==> config.mk <==
export PLATFORM = sky130hd
export DESIGN_NAME = alu_ripple32
export DESIGN_NICKNAME = d
export VERILOG_FILES = /design/src/rtl/alu_pkg.sv /design/src/rtl/alu_ctrl_decode.sv /design/src/rtl/alu_bit_slice.sv /design/src/rtl/alu_msb_slice.sv /design/src/rtl/alu_zero_detect.sv /design/src/rtl/alu_ripple32.sv
export SDC_FILE = /design/constraint.sdc
export NUM_CORES = 1
export LEC_CHECK = 0
export ABC_CLOCK_PERIOD_IN_PS = 32700
export BUFFER_PORTS_ARGS = -buffer_cell sky130_fd_sc_hd__buf_2
export CORE_AREA = 2 2 96 98
export DETAILED_ROUTE_END_ITERATION = 12
export DIE_AREA = 0 0 98 100
export PLACE_DENSITY = 0.77
export SLEW_MARGIN = 40
export SYNTH_ARGS = -nofsm -noshare
export SYNTH_HDL_FRONTEND = slang
export SYNTH_SLANG_ARGS = --single-unit
==> constraint.sdc <==
create_clock -name vclk -period 32.7
set_input_delay 9.81 -clock vclk [all_inputs]
set_output_delay 9.81 -clock vclk [all_outputs]
set_load 0.05 [all_outputs]
==> src/rtl/alu_pkg.sv <==
// Package: control word layout and encodings shared by the ALU modules.
// Assumes: the control word is {invert_a, negate_b, op[1:0]}.
package alu_pkg;

    typedef struct packed {
        logic       inv_a;
        logic       neg_b;
        logic [1:0] op;
    } alu_ctrl_t;

    localparam logic [1:0] OP_AND  = 2'b00;
    localparam logic [1:0] OP_OR   = 2'b01;
    localparam logic [1:0] OP_SUM  = 2'b10;
    localparam logic [1:0] OP_LESS = 2'b11;

    localparam logic [3:0] CTRL_AND = 4'b0000;
    localparam logic [3:0] CTRL_OR  = 4'b0001;
    localparam logic [3:0] CTRL_ADD = 4'b0010;
    localparam logic [3:0] CTRL_SUB = 4'b0110;
    localparam logic [3:0] CTRL_SLT = 4'b0111;
    localparam logic [3:0] CTRL_NOR = 4'b1100;

endpackage

==> src/rtl/alu_ctrl_decode.sv <==
// Module: splits the 4-bit control word into slice controls and flags
// whether the word is one of the six defined operations.
// Assumes: any undefined word must force the result to zero downstream.
module alu_ctrl_decode
    import alu_pkg::*;
(
    input  logic [3:0] ctrl_i,
    output alu_ctrl_t  fields_o,
    output logic       valid_o
);

    // Purpose: field split and legal-code match.
    always_comb begin
        fields_o = alu_ctrl_t'(ctrl_i);
        unique case (ctrl_i)
            CTRL_AND, CTRL_OR, CTRL_ADD,
            CTRL_SUB, CTRL_SLT, CTRL_NOR: valid_o = 1'b1;
            default:                      valid_o = 1'b0;
        endcase
    end

endmodule

==> src/rtl/alu_bit_slice.sv <==
// Module: one ALU bit. It conditionally complements each operand bit, forms
// AND, OR and the full-adder sum, and selects an output by op.
// Assumes: less_i is tied low everywhere except bit 0.
module alu_bit_slice
    import alu_pkg::*;
(
    input  logic       a_i,
    input  logic       b_i,
    input  logic       inv_a_i,
    input  logic       neg_b_i,
    input  logic [1:0] op_i,
    input  logic       cin_i,
    input  logic       less_i,
    output logic       res_o,
    output logic       sum_o,
    output logic       cout_o
);

    logic a_c;
    logic b_c;

    // Purpose: operand conditioning, adder and output multiplexer.
    always_comb begin
        a_c    = inv_a_i ? ~a_i : a_i;
        b_c    = neg_b_i ? ~b_i : b_i;
        sum_o  = a_c ^ b_c ^ cin_i;
        cout_o = (b_c & cin_i) | (a_c & cin_i) | (a_c & b_c);
        unique case (op_i)
            OP_AND:  res_o = a_c & b_c;
            OP_OR:   res_o = a_c | b_c;
            OP_SUM:  res_o = sum_o;
            default: res_o = less_i;
        endcase
    end

endmodule

==> src/rtl/alu_msb_slice.sv <==
// Module: the most significant ALU bit. It is a normal slice that also
// exports its sum bit (the sign, used for set-less-than) and a signed
// overflow flag taken from the carries around it.
// Assumes: it is placed at bit WIDTH-1 and its less input is tied low.
module alu_msb_slice (
    input  logic       a_i,
    input  logic       b_i,
    input  logic       inv_a_i,
    input  logic       neg_b_i,
    input  logic [1:0] op_i,
    input  logic       cin_i,
    output logic       res_o,
    output logic       set_o,
    output logic       ovf_o,
    output logic       cout_o
);

    alu_bit_slice u_core (
        .a_i     (a_i),
        .b_i     (b_i),
        .inv_a_i (inv_a_i),
        .neg_b_i (neg_b_i),
        .op_i    (op_i),
        .cin_i   (cin_i),
        .less_i  (1'b0),
        .res_o   (res_o),
        .sum_o   (set_o),
        .cout_o  (cout_o)
    );

    // Purpose: signed overflow when carry-in and carry-out of the top bit differ.
    always_comb ovf_o = cin_i ^ cout_o;

endmodule

==> src/rtl/alu_zero_detect.sv <==
// Module: wide NOR over the result for branch-equal decisions.
// Assumes: WIDTH >= 1.
module alu_zero_detect #(
    parameter int WIDTH = 32
) (
    input  logic [WIDTH-1:0] data_i,
    output logic             zero_o
);

    // Purpose: report when no bit is set.
    always_comb zero_o = ~(|data_i);

endmodule

==> src/rtl/alu_ripple32.sv <==
// Module: top of the ripple-carry ALU. It chains WIDTH one-bit slices, feeds
// negate_b as the carry into bit 0, loops the top slice's sign back to bit 0
// for set-less-than, and clears the result for undefined control words.
// Assumes: purely combinational, no clock or reset; WIDTH >= 2.
module alu_ripple32
    import alu_pkg::*;
#(
    parameter int WIDTH = 32
) (
    input  logic [WIDTH-1:0] a_i,
    input  logic [WIDTH-1:0] b_i,
    input  logic [3:0]       ctrl_i,
    output logic [WIDTH-1:0] result_o,
    output logic             zero_o,
    output logic             overflow_o,
    output logic             carry_o
);

    localparam int MSB = WIDTH - 1;

    alu_ctrl_t        fields;
    logic             ctrl_ok;
    logic [WIDTH-1:0] raw_res;
    logic             msb_set;

    alu_ctrl_decode u_dec (
        .ctrl_i   (ctrl_i),
        .fields_o (fields),
        .valid_o  (ctrl_ok)
    );

    for (genvar i = 0; i < WIDTH; i++) begin : g_bit
        logic cin_w;
        logic cout_w;
        logic res_w;

        if (i == 0) begin : g_lsb_cin
            assign cin_w = fields.neg_b;
        end else begin : g_chain_cin
            assign cin_w = g_bit[i-1].cout_w;
        end

        if (i == MSB) begin : g_top
            alu_msb_slice u_slice (
                .a_i     (a_i[i]),
                .b_i     (b_i[i]),
                .inv_a_i (fields.inv_a),
                .neg_b_i (fields.neg_b),
                .op_i    (fields.op),
                .cin_i   (cin_w),
                .res_o   (res_w),
                .set_o   (msb_set),
                .ovf_o   (overflow_o),
                .cout_o  (cout_w)
            );
            assign carry_o = cout_w;
        end else begin : g_low
            logic sum_unused;
            alu_bit_slice u_slice (
                .a_i     (a_i[i]),
                .b_i     (b_i[i]),
                .inv_a_i (fields.inv_a),
                .neg_b_i (fields.neg_b),
                .op_i    (fields.op),
                .cin_i   (cin_w),
                .less_i  ((i == 0) ? msb_set : 1'b0),
                .res_o   (res_w),
                .sum_o   (sum_unused),
                .cout_o  (cout_w)
            );
        end

        assign raw_res[i] = res_w;
    end

    // Purpose: suppress the result for undefined control words.
    always_comb result_o = ctrl_ok ? raw_res : '0;

    alu_zero_detect #(.WIDTH(WIDTH)) u_zero (
        .data_i (result_o),
        .zero_o (zero_o)
    );

endmodule

# Word level (Yosys, flattened, before mapping)
# Index checks and enable logic that the tools add are counted.
dict set report word_totals {
  regBits 0
  output_inout_bits 35
}
dict set report op_classes {
  eq_ne 7
  n_mux 98
  n_bitwise 322
  reduce_logical 4
}
# cell n
set ops {}
lappend ops {{$and 1x1->1} 96}
lappend ops {{$or 1x1->1} 96}
lappend ops {{$pmux 1 s3} 32}
lappend ops {{$mux 1} 65}
lappend ops {{$not 1->1} 65}
lappend ops {{$xor 1x1->1} 65}
lappend ops {{$mux 32} 1}
lappend ops {{$reduce_or 32->1} 1}
lappend ops {{$eq 4x3->1 const B} 2}
lappend ops {{$reduce_or 6->1} 1}
lappend ops {{$eq 4x1->1 const B} 1}
lappend ops {{$eq 4x2->1 const B} 1}
lappend ops {{$eq 4x4->1 const B} 1}
lappend ops {{$logic_not 4->1} 1}
lappend ops {{$eq 2x1->1 const B} 1}
lappend ops {{$eq 2x2->1 const B} 1}
lappend ops {{$logic_not 2->1} 1}

# Depth between registers and ports, before layout
# Gate-level depths: netlist (run 1).
dict set report logic_depth {
  word_depth 100
  ltp_mapped 46
  ltp_nobuf 45
}

# By module
# Synthesis (run 1) repeated with hierarchy kept, for this count alone.
dict set report hier_totals {
  cells_unflattened 441
  area_unflattened_um2 3858.7
}
# mod area_per_inst_um2 cells_each n_inst
set by_module_without_submodules {}
lappend by_module_without_submodules {alu_bit_slice 107.6 12 32}
lappend by_module_without_submodules {alu_ripple32 259.0 36 1}
lappend by_module_without_submodules {alu_zero_detect 72.6 11 1}
lappend by_module_without_submodules {alu_ctrl_decode 71.3 8 1}
lappend by_module_without_submodules {alu_msb_slice 12.5 2 1}

# Worst setup path after synthesis (run 1)
# No wires, ideal clock.
dict set report synth_timing {
  path_type {input to output}
  startpoint {input ctrl_i[2]}
  endpoint {output zero_o}
  path_slack_ns -1.872
  path_stages 44
  t_required_ns 22.890
  t_arrival_ns 24.762
  path_cell_list {buf_2 -> buf_1 -> o21ai_0 -> fa_1 -> fa_1 -> fa_1 -> fa_1 -> inv_1 -> fa_1 -> fa_1 -> fa_1 -> inv_1 -> fa_1 -> fa_1 -> fa_1 -> fa_1 -> fa_1 -> fa_1 -> (+8 left out) -> fa_1 -> fa_1 -> fa_1 -> fa_1 -> fa_1 -> fa_1 -> fa_1 -> fa_1 -> inv_1 -> fa_1 -> inv_1 -> fa_1 -> nand2b_1 -> o21ai_0 -> nor2_1 -> a211oi_1 -> nor4_1 -> o211a_1}
}
dict set report synth_between {
  elab_chain_len 99
}
# element line
set synth_lines {}
lappend synth_lines {{start: declaration} alu_ripple32.sv:12} ;# input logic [3:0] ctrl_i,
lappend synth_lines {{$mux 1} alu_bit_slice.sv:25} ;# b_c = neg_b_i ? ~b_i : b_i;
lappend synth_lines {{$and 1x1->1} alu_bit_slice.sv:27} ;# cout_o = (b_c & cin_i) | (a_c & cin_i) | (a_c & b_c);
lappend synth_lines {{$or 1x1->1 (2 in series)} alu_bit_slice.sv:27}
lappend synth_lines {{$and 1x1->1} alu_bit_slice.sv:27}
lappend synth_lines {{$or 1x1->1 (2 in series)} alu_bit_slice.sv:27}
lappend synth_lines {{$and 1x1->1} alu_bit_slice.sv:27}
lappend synth_lines {{$or 1x1->1 (2 in series)} alu_bit_slice.sv:27}
lappend synth_lines {{$and 1x1->1} alu_bit_slice.sv:27}
lappend synth_lines {{(+80 left out)} --}
lappend synth_lines {{$and 1x1->1} alu_bit_slice.sv:27}
lappend synth_lines {{$or 1x1->1 (2 in series)} alu_bit_slice.sv:27}
lappend synth_lines {{$xor 1x1->1} alu_bit_slice.sv:26} ;# sum_o = a_c ^ b_c ^ cin_i;
lappend synth_lines {{$pmux 1 s3} alu_bit_slice.sv:28} ;# unique case (op_i)
lappend synth_lines {{$mux 32 (*)} alu_ripple32.sv:77} ;# always_comb result_o = ctrl_ok ? raw_res : '0;
lappend synth_lines {{via result_o[31]} alu_ripple32.sv:13} ;# output logic [WIDTH-1:0] result_o,
lappend synth_lines {{$reduce_or 32->1 (*)} alu_zero_detect.sv:11} ;# always_comb zero_o = ~(|data_i);
lappend synth_lines {{$not 1->1 (*)} alu_zero_detect.sv:11}
lappend synth_lines {{end: declaration} alu_ripple32.sv:14} ;# output logic zero_o,
# Mark *: on every way through the listed nets, which the timed path passes. The rest lies on a longest branch.

# Final worst setup path (run 1)
dict set report layout_timing {
  startpoint {input ctrl_i[3]}
  endpoint {output zero_o}
}
dict set report layout_between {
  elab_chain_len 99
}
# element line
set layout_lines {}
lappend layout_lines {{$mux 1} alu_bit_slice.sv:24} ;# a_c = inv_a_i ? ~a_i : a_i;
lappend layout_lines {{$and 1x1->1} alu_bit_slice.sv:27}
lappend layout_lines {{$or 1x1->1 (2 in series)} alu_bit_slice.sv:27}
lappend layout_lines {{$and 1x1->1} alu_bit_slice.sv:27}
lappend layout_lines {{$or 1x1->1 (2 in series)} alu_bit_slice.sv:27}
lappend layout_lines {{$and 1x1->1} alu_bit_slice.sv:27}
lappend layout_lines {{$or 1x1->1 (2 in series)} alu_bit_slice.sv:27}
lappend layout_lines {{$and 1x1->1} alu_bit_slice.sv:27}
lappend layout_lines {{(+78 left out)} --}
lappend layout_lines {{$or 1x1->1 (2 in series)} alu_bit_slice.sv:27}
lappend layout_lines {{$and 1x1->1} alu_bit_slice.sv:27}
lappend layout_lines {{$or 1x1->1 (2 in series)} alu_bit_slice.sv:27}
lappend layout_lines {{$xor 1x1->1} alu_bit_slice.sv:26}
lappend layout_lines {{$pmux 1 s3} alu_bit_slice.sv:28}
lappend layout_lines {{$mux 32 (*)} alu_ripple32.sv:77}
lappend layout_lines {{$reduce_or 32->1 (*)} alu_zero_detect.sv:11}
lappend layout_lines {{$not 1->1 (*)} alu_zero_detect.sv:11}
# Every way passes the cells marked *; elsewhere a longest branch is shown, timed or not.

==> results.txt, run 1 <==
----------------------------------------------------
[Global route]
  GR peak layer ... met2
  Pin count of the biggest net entering global routing ... 63
  Overall fraction of global-route tracks in use ... ~16%
  Initial antenna violation count ... 1
  Total gr overflow ... 0
  First-pass GRT wire length ... between 10000 and 15000 µm
  M2 GR Usage ... between 30% and 40%
  GR Util met3 ... under 10%
  Vias in the first global route ... about 3100
  Met1 Track Usage GR ... 19.9%

[Timing]
  Number of pins with negative max-slew slack in the final report ... 0
  Unrepaired setup endpoints after global routing ... no
  Final hold vios ... 0
  Hold Slack ... 20.34 ns
  Number of failing setup endpoints in the final timing report ... 0
  Headroom to the max-slew limit ... slightly above 50%
  Worst-Margin Slew ... approximately 0.73 ns
  Max Freq ... between 0.03 and 0.04 GHz
  Fin crit period ... between 30 and 40 ns
  Fin crit share ... between 90% and 100%

[Worst setup path]
  Startpoint Class ... input port
  Worst path bufs/invs ... 8
  Endpoint required time on the critical path ... 22.89 ns
  Worst setup path category ... in2out
  Crit path top cell by count ... sky130_fd_sc_hd__fa_2
  Category of cells accounting for the largest share of critical-path delay ... adder cells
  Max stage delay cell, worst path ... sky130_fd_sc_hd__fa_1
  Arrival time at the worst endpoint ... between 20 and 25 ns
  Delay of the slowest critical-path stage ... about 0.46 ns
  Worst Path Max Fanout ... 3
  Capturing element type of the critical path ... primary output

[Drt]
  Detail-routed via count per cell ... approximately 4.7
  Average wire per cell in the routed design ... 13.2 µm
  Number of optimization iterations in the first detailed-route pass ... 4
  Detail Route Antenna Nets ... 0
  Total number of vias ... ~2900
  Detailed-route DRC error count ... 0
  Count of routing violations after the opening detailed-route iteration ... between 40 and 50
  Total length of routed wires ... 8260 µm

[Cells and area]
  N_diodes ... 0
  Seq. cell area ... 0 µm²
  Total Nets Final ... between 600 and 700
  Layout sequential cell count ... 0
  Layout area overhead ... 21.9%
  Commonest non-fill, non-tap cell in the layout ... sky130_fd_sc_hd__buf_2
  Layout cell share with drive strength beyond 1 ... a little under a third
  Final standard cell count with taps included and fillers excluded ... roughly 630
  Commonest cells after routing, fill and taps aside ... 101 x sky130_fd_sc_hd__buf_2, 82 x sky130_fd_sc_hd__inv_1, 64 x sky130_fd_sc_hd__ha_1, 63 x sky130_fd_sc_hd__xor2_1, 34 x sky130_fd_sc_hd__nor2_1
  Number of clock buffers in the layout ... 0

[Yosys]
  Net count of the mapped netlist ... 582
  Mapped cell area ... 3450 µm²
  Synthesized area divided by synthesized cell count ... approximately 8.2 µm²
  Mapped Cells ... 419
  Library cells used by synthesis ... 39
  Yosys warns ... 0
  Seq/Total Area, Yosys ... 0%

[Floorplanning]
  Die outline area ... between 9000 and 10000 µm²
  Die height ... approximately 100 µm
  Number of I/O pins ... ~100
  Die Wd ... just under 100 µm
  Starting Density ... a little under 40%
  Placeable core region ... 8890 µm²
  Number of standard-cell rows in the floorplan ... 35

[Placement]
  HPWL after detailed placement ... roughly 6700 µm
  Dpl cells ... between 600 and 700
  Number of I/O port buffers ... 103
  Routability congestion estimate ... ~0.81

[Power]
  Power density normalized to cell area ... between 20 and 25 nW/µm²
  Total power ... 0.0970 mW
  Cell leakage power ... between 2 and 2.5 nW
  Maximum ir drop on the vdd rail ... 0.0113 mV

[Hold path]
  Hold/Removal Path Class ... in2out

[Status]
  Run status ... completed

[Flow run]
  Max-cap violations ... 0

----------------------------------------------------
final timing paths:
| path | depth (start not counted) | slack, ns | to | startpoint |
|---|---|---|---|---|
| max | 46 | 0.48 | zero_o | ctrl_i[3] |
| min | 6 | 20.34 | result_o[14] | a_i[14] |
through the flow:
stage | setup TNS [ns] | setup slack, ns | util [%] | cell area [µm²]
after detailed placement | -0.705 | -0.400 | 46.5 | 4130
after global routing | 0 | 0.0218 | 47.3 | 4200
after global placement | -0.218 | -0.218 | 46.3 | 4120
after floorplan | 0 | 0.00275 | - | 3520
final | 0 | 0.482 | 47.3 | 4200
after CTS | 0 | 0.00290 | 46.9 | 4170
area by class of cell:
type	count	area (µm²)
fill	905	4690
inverter	84	315
multi-input combinational	312	3090
tap	111	139
timing repair buffer	119	656
power breakdown:
part | switching (mW) | total [mW] | internal, mW
clock network | 0 | 0 | 0
logic | 0.0602 | 0.0970 | 0.0368
registers | 0 | 0 | 0
total | 0.0602 | 0.0970 | 0.0368
cell usage after synthesis (all sizes together), types with 9 or more instances:
library cell | instances | area, µm²
inv | 84 | 315
xor2 | 65 | 569
ha | 64 | 801
nor2 | 35 | 131
fa | 31 | 621
buf | 21 | 148
nor2b | 21 | 131
mux2i | 18 | 180
o21ai | 11 | 55.1
o22a | 10 | 87.6
o31ai | 9 | 67.6
repair_timing:
action	in CTS	in global routing
setup buffers	1	0
pin swaps	3	16
hold buffers	0	0
gates resized for setup	9	11
endpoints found under the setup margin	3	3
layer usage:
| layer | wire length [µm] | part of all wire [%] |
|---|---|---|
| met4 | 131 | 1.6 |
| met3 | 322 | 3.9 |
| met5 | 0 | 0 |
| met2 | 4410 | 53 |
| met1 | 3400 | 41 |
cells by family (layout without fill, tap and decap cells):
group                    Yosys count  count (layout)  share of synthesized area (%)
AND/OR/NAND/NOR                   84              84                           12.7
multiplexers                      18              18                           5.23
adder cells (fa/ha/maj)           95              95                           41.2
XOR/XNOR                          66              66                           16.8
buffers and inverters            107             203                           13.6
AO/OA/AOI/OAI                     49              49                           10.4
(Power assumes the default switching activity.)
==> inputs of run 2 (changes only) <==
Settings changed: ABC_CLOCK_PERIOD_IN_PS 32700 to unset, RECOVER_POWER set to 25.
==> run 2 against run 1 <==
Sequential cell count stayed put. The run now ends with capacitance limit, slew limit left. Die area unchanged. Critical path type unchanged. Largest cell class unchanged. Final cell count unchanged.
==> results.txt, run 2 (same netlist as run 1, synthesis figures left out) <==
----------------------------------------------------
[Worst setup path]
  Worst path bufs/invs ... 8 (unchanged)
  Category of cells accounting for the largest share of critical-path delay ... adder cells
  Worst setup path category ... in2out
  Startpoint Class ... input port
  Delay of the slowest critical-path stage ... 0.46 ns (about the same)
  Worst Path Max Fanout ... 3 (unchanged)
  Endpoint required time on the critical path ... 22.89 ns (about the same)
  Capturing element type of the critical path ... primary output
  Crit path top cell by count ... sky130_fd_sc_hd__fa_2
  Max stage delay cell, worst path ... sky130_fd_sc_hd__fa_1
  Arrival time at the worst endpoint ... 22.42 ns (about the same)

[Power]
  Internal Power ... 0.0367 mW (-0.52%)
  Share of total power in sequential cells ... 0% (unchanged)
  Maximum ir drop on the vdd rail ... 0.0112 mV (-0.35%)
  Total power ... 0.0968 mW (-0.19%)
  Cell leakage power ... 2.26 nW (-1.1%)
  Net Sw Frac ... 62.1% (+0.12 points)
  Share of power burned in combinational logic ... 100.0% (about the same)
  Clock power frac ... 0% (unchanged)
  Power density normalized to cell area ... 23.2 nW/µm² (+0.34%)
  Sw Pwr ... 0.0602 mW (about the same)

[Placement]
  Number of I/O port buffers ... 103 (unchanged)
  Routability congestion estimate ... 0.813 (unchanged)
  Total placed instance area ... 4130 µm² (unchanged)
  HPWL after detailed placement ... 6730 µm (unchanged)

[Floorplanning]
  Placeable core region ... 8890 µm² (unchanged)
  Die height ... 100 µm (unchanged)
  Die outline area ... 9800 µm² (unchanged)
  Number of standard-cell rows in the floorplan ... 35 (unchanged)
  Die Wd ... 98 µm (unchanged)
  Starting Density ... 38.8% (unchanged)
  Number of I/O pins ... 103 (unchanged)

[Drt]
  Total number of vias ... 2915 (-0.17%)
  Total length of routed wires ... 8300 µm (+0.47%)
  Detailed-route DRC error count ... 0 (unchanged)
  Number of optimization iterations in the first detailed-route pass ... 4 (unchanged)
  Count of routing violations after the opening detailed-route iteration ... 46 (-2.1%)
  Detail Route Antenna Nets ... 0 (unchanged)
  Detail-routed via count per cell ... 4.66 (-0.17%)
  Average wire per cell in the routed design ... 13.3 µm (+0.47%)

[Timing]
  Number of failing setup endpoints in the final timing report ... 0 (unchanged)
  Final hold vios ... 0 (unchanged)
  Number of pins with negative max-slew slack in the final report ... 19 (+19)
  Fin crit share ... 98.6% (about the same)
  Fin crit period ... 32.23 ns (+0.00978 ns)
  Worst-Margin Slew ... 1.85 ns (+1.11 ns)
  Hold Slack ... 20.35 ns (+0.00120 ns)
  Max Freq ... 0.0310 GHz (about the same)
  Headroom to the max-slew limit ... -23.7% (-75 points)
  Unrepaired setup endpoints after global routing ... no

[Cells and area]
  Seq. cell area ... 0 µm² (unchanged)
  Commonest cells after routing, fill and taps aside ... 95 x sky130_fd_sc_hd__buf_2, 82 x sky130_fd_sc_hd__inv_1, 64 x sky130_fd_sc_hd__ha_1, 63 x sky130_fd_sc_hd__xor2_1, 34 x sky130_fd_sc_hd__nor2_1
  Number of clock buffers in the layout ... 0 (unchanged)
  Commonest non-fill, non-tap cell in the layout ... sky130_fd_sc_hd__buf_2
  N_diodes ... 0 (unchanged)
  Layout cell share with drive strength beyond 1 ... 29.9% (-1.4 points)
  Multi-input gate area ... 3080 µm² (-0.49%)
  Fill cells ... 910 (+0.55%)
  Final std cell area, no fill ... 4180 µm² (-0.54%)
  Layout area overhead ... 21.2%
  Total Nets Final ... 680 (unchanged)
  Layout sequential cell count ... 0 (unchanged)

[Status]
  Run status ... finished with violations
  Violated checks ... capacitance limit, slew limit

[Flow run]
  Max-cap violations ... 1 (+1)

[Global route]
  Initial antenna violation count ... 1 (unchanged)
  Vias in the first global route ... 3105 (unchanged)
  Overall fraction of global-route tracks in use ... 16.3% (unchanged)
  Total gr overflow ... 0 (unchanged)
  Pin count of the biggest net entering global routing ... 63 (unchanged)
  First-pass GRT wire length ... 13500 µm (unchanged)

[Clock tree]
  Number of buffers added to fix hold violations after cts ... 0 (unchanged)

[Hold path]
  Hold/Removal Path Class ... in2out

----------------------------------------------------
run 2: changes by cell type in the layout (fill, tap and decap cells not counted), sizes merged:
cell / before / now
clkbuf: 0 / 6
buf: 119 / 113
run 2: final cells by class:
class / count / area share [%]
tap: 111 / 3.32
multi-input combinational: 312 / 73.6
timing repair buffer: 119 / 15.5
inverter: 84 / 7.54
run 2: through the flow:
stage / worst slack, ns / util (%) / TNS, ns / std cells
4_1_cts: 0.00290 / 46.9 / 0 / 626
5_1_grt: 0.0218 / 47.0 / 0 / 626
6_report: 0.472 / 47.0 / 0 / 626
3_3_place_gp: -0.218 / 46.3 / -0.218 / 624
3_5_place_dp: -0.400 / 46.5 / -0.705 / 625
2_1_floorplan: 0.00275 / - / 0 / 419
run 2: final timing paths:
kind,startpoint,endpoint,slack (ns),cells past startpoint
max,ctrl_i[3],zero_o,0.47,46
min,a_i[14],result_o[14],20.35,6
run 2: routing by layer:
layer	GRT usage [%]	vias up	part of all wire [%]
met5	0	-	0
met4	3.10	0	1.6
met3	1.18	10	4.0
met2	31.7	71	53
met1	19.9	1369	42
li1	-	1465	-
run 2: repair_timing:
| item | 4_1_cts | 5_1_grt |
|---|---|---|
| setup buffers | 1 | 0 |
| pin swaps | 3 | 16 |
| setup endpoints to repair | 3 | 3 |
| resized for setup | 9 | 11 |
run 2: power groups by stage:
stage	Clock, mW	Sequential (mW)	Combinational (mW)
final	0	0	0.0968
after global routing	0	0	0.109
after CTS	0	0	0.0979
after detailed placement	0	0	0.0960
after global placement	0	0	0.0911
after floorplan	0	0	0.0716
run 2: tightest hold or removal path, cell delays in order:
cell,delay (ns)
sky130_fd_sc_hd__buf_2,0.08
sky130_fd_sc_hd__xor2_1,0.07
sky130_fd_sc_hd__inv_1,0.10
sky130_fd_sc_hd__ha_1,0.15
sky130_fd_sc_hd__a211oi_1,0.11
sky130_fd_sc_hd__buf_2,0.22
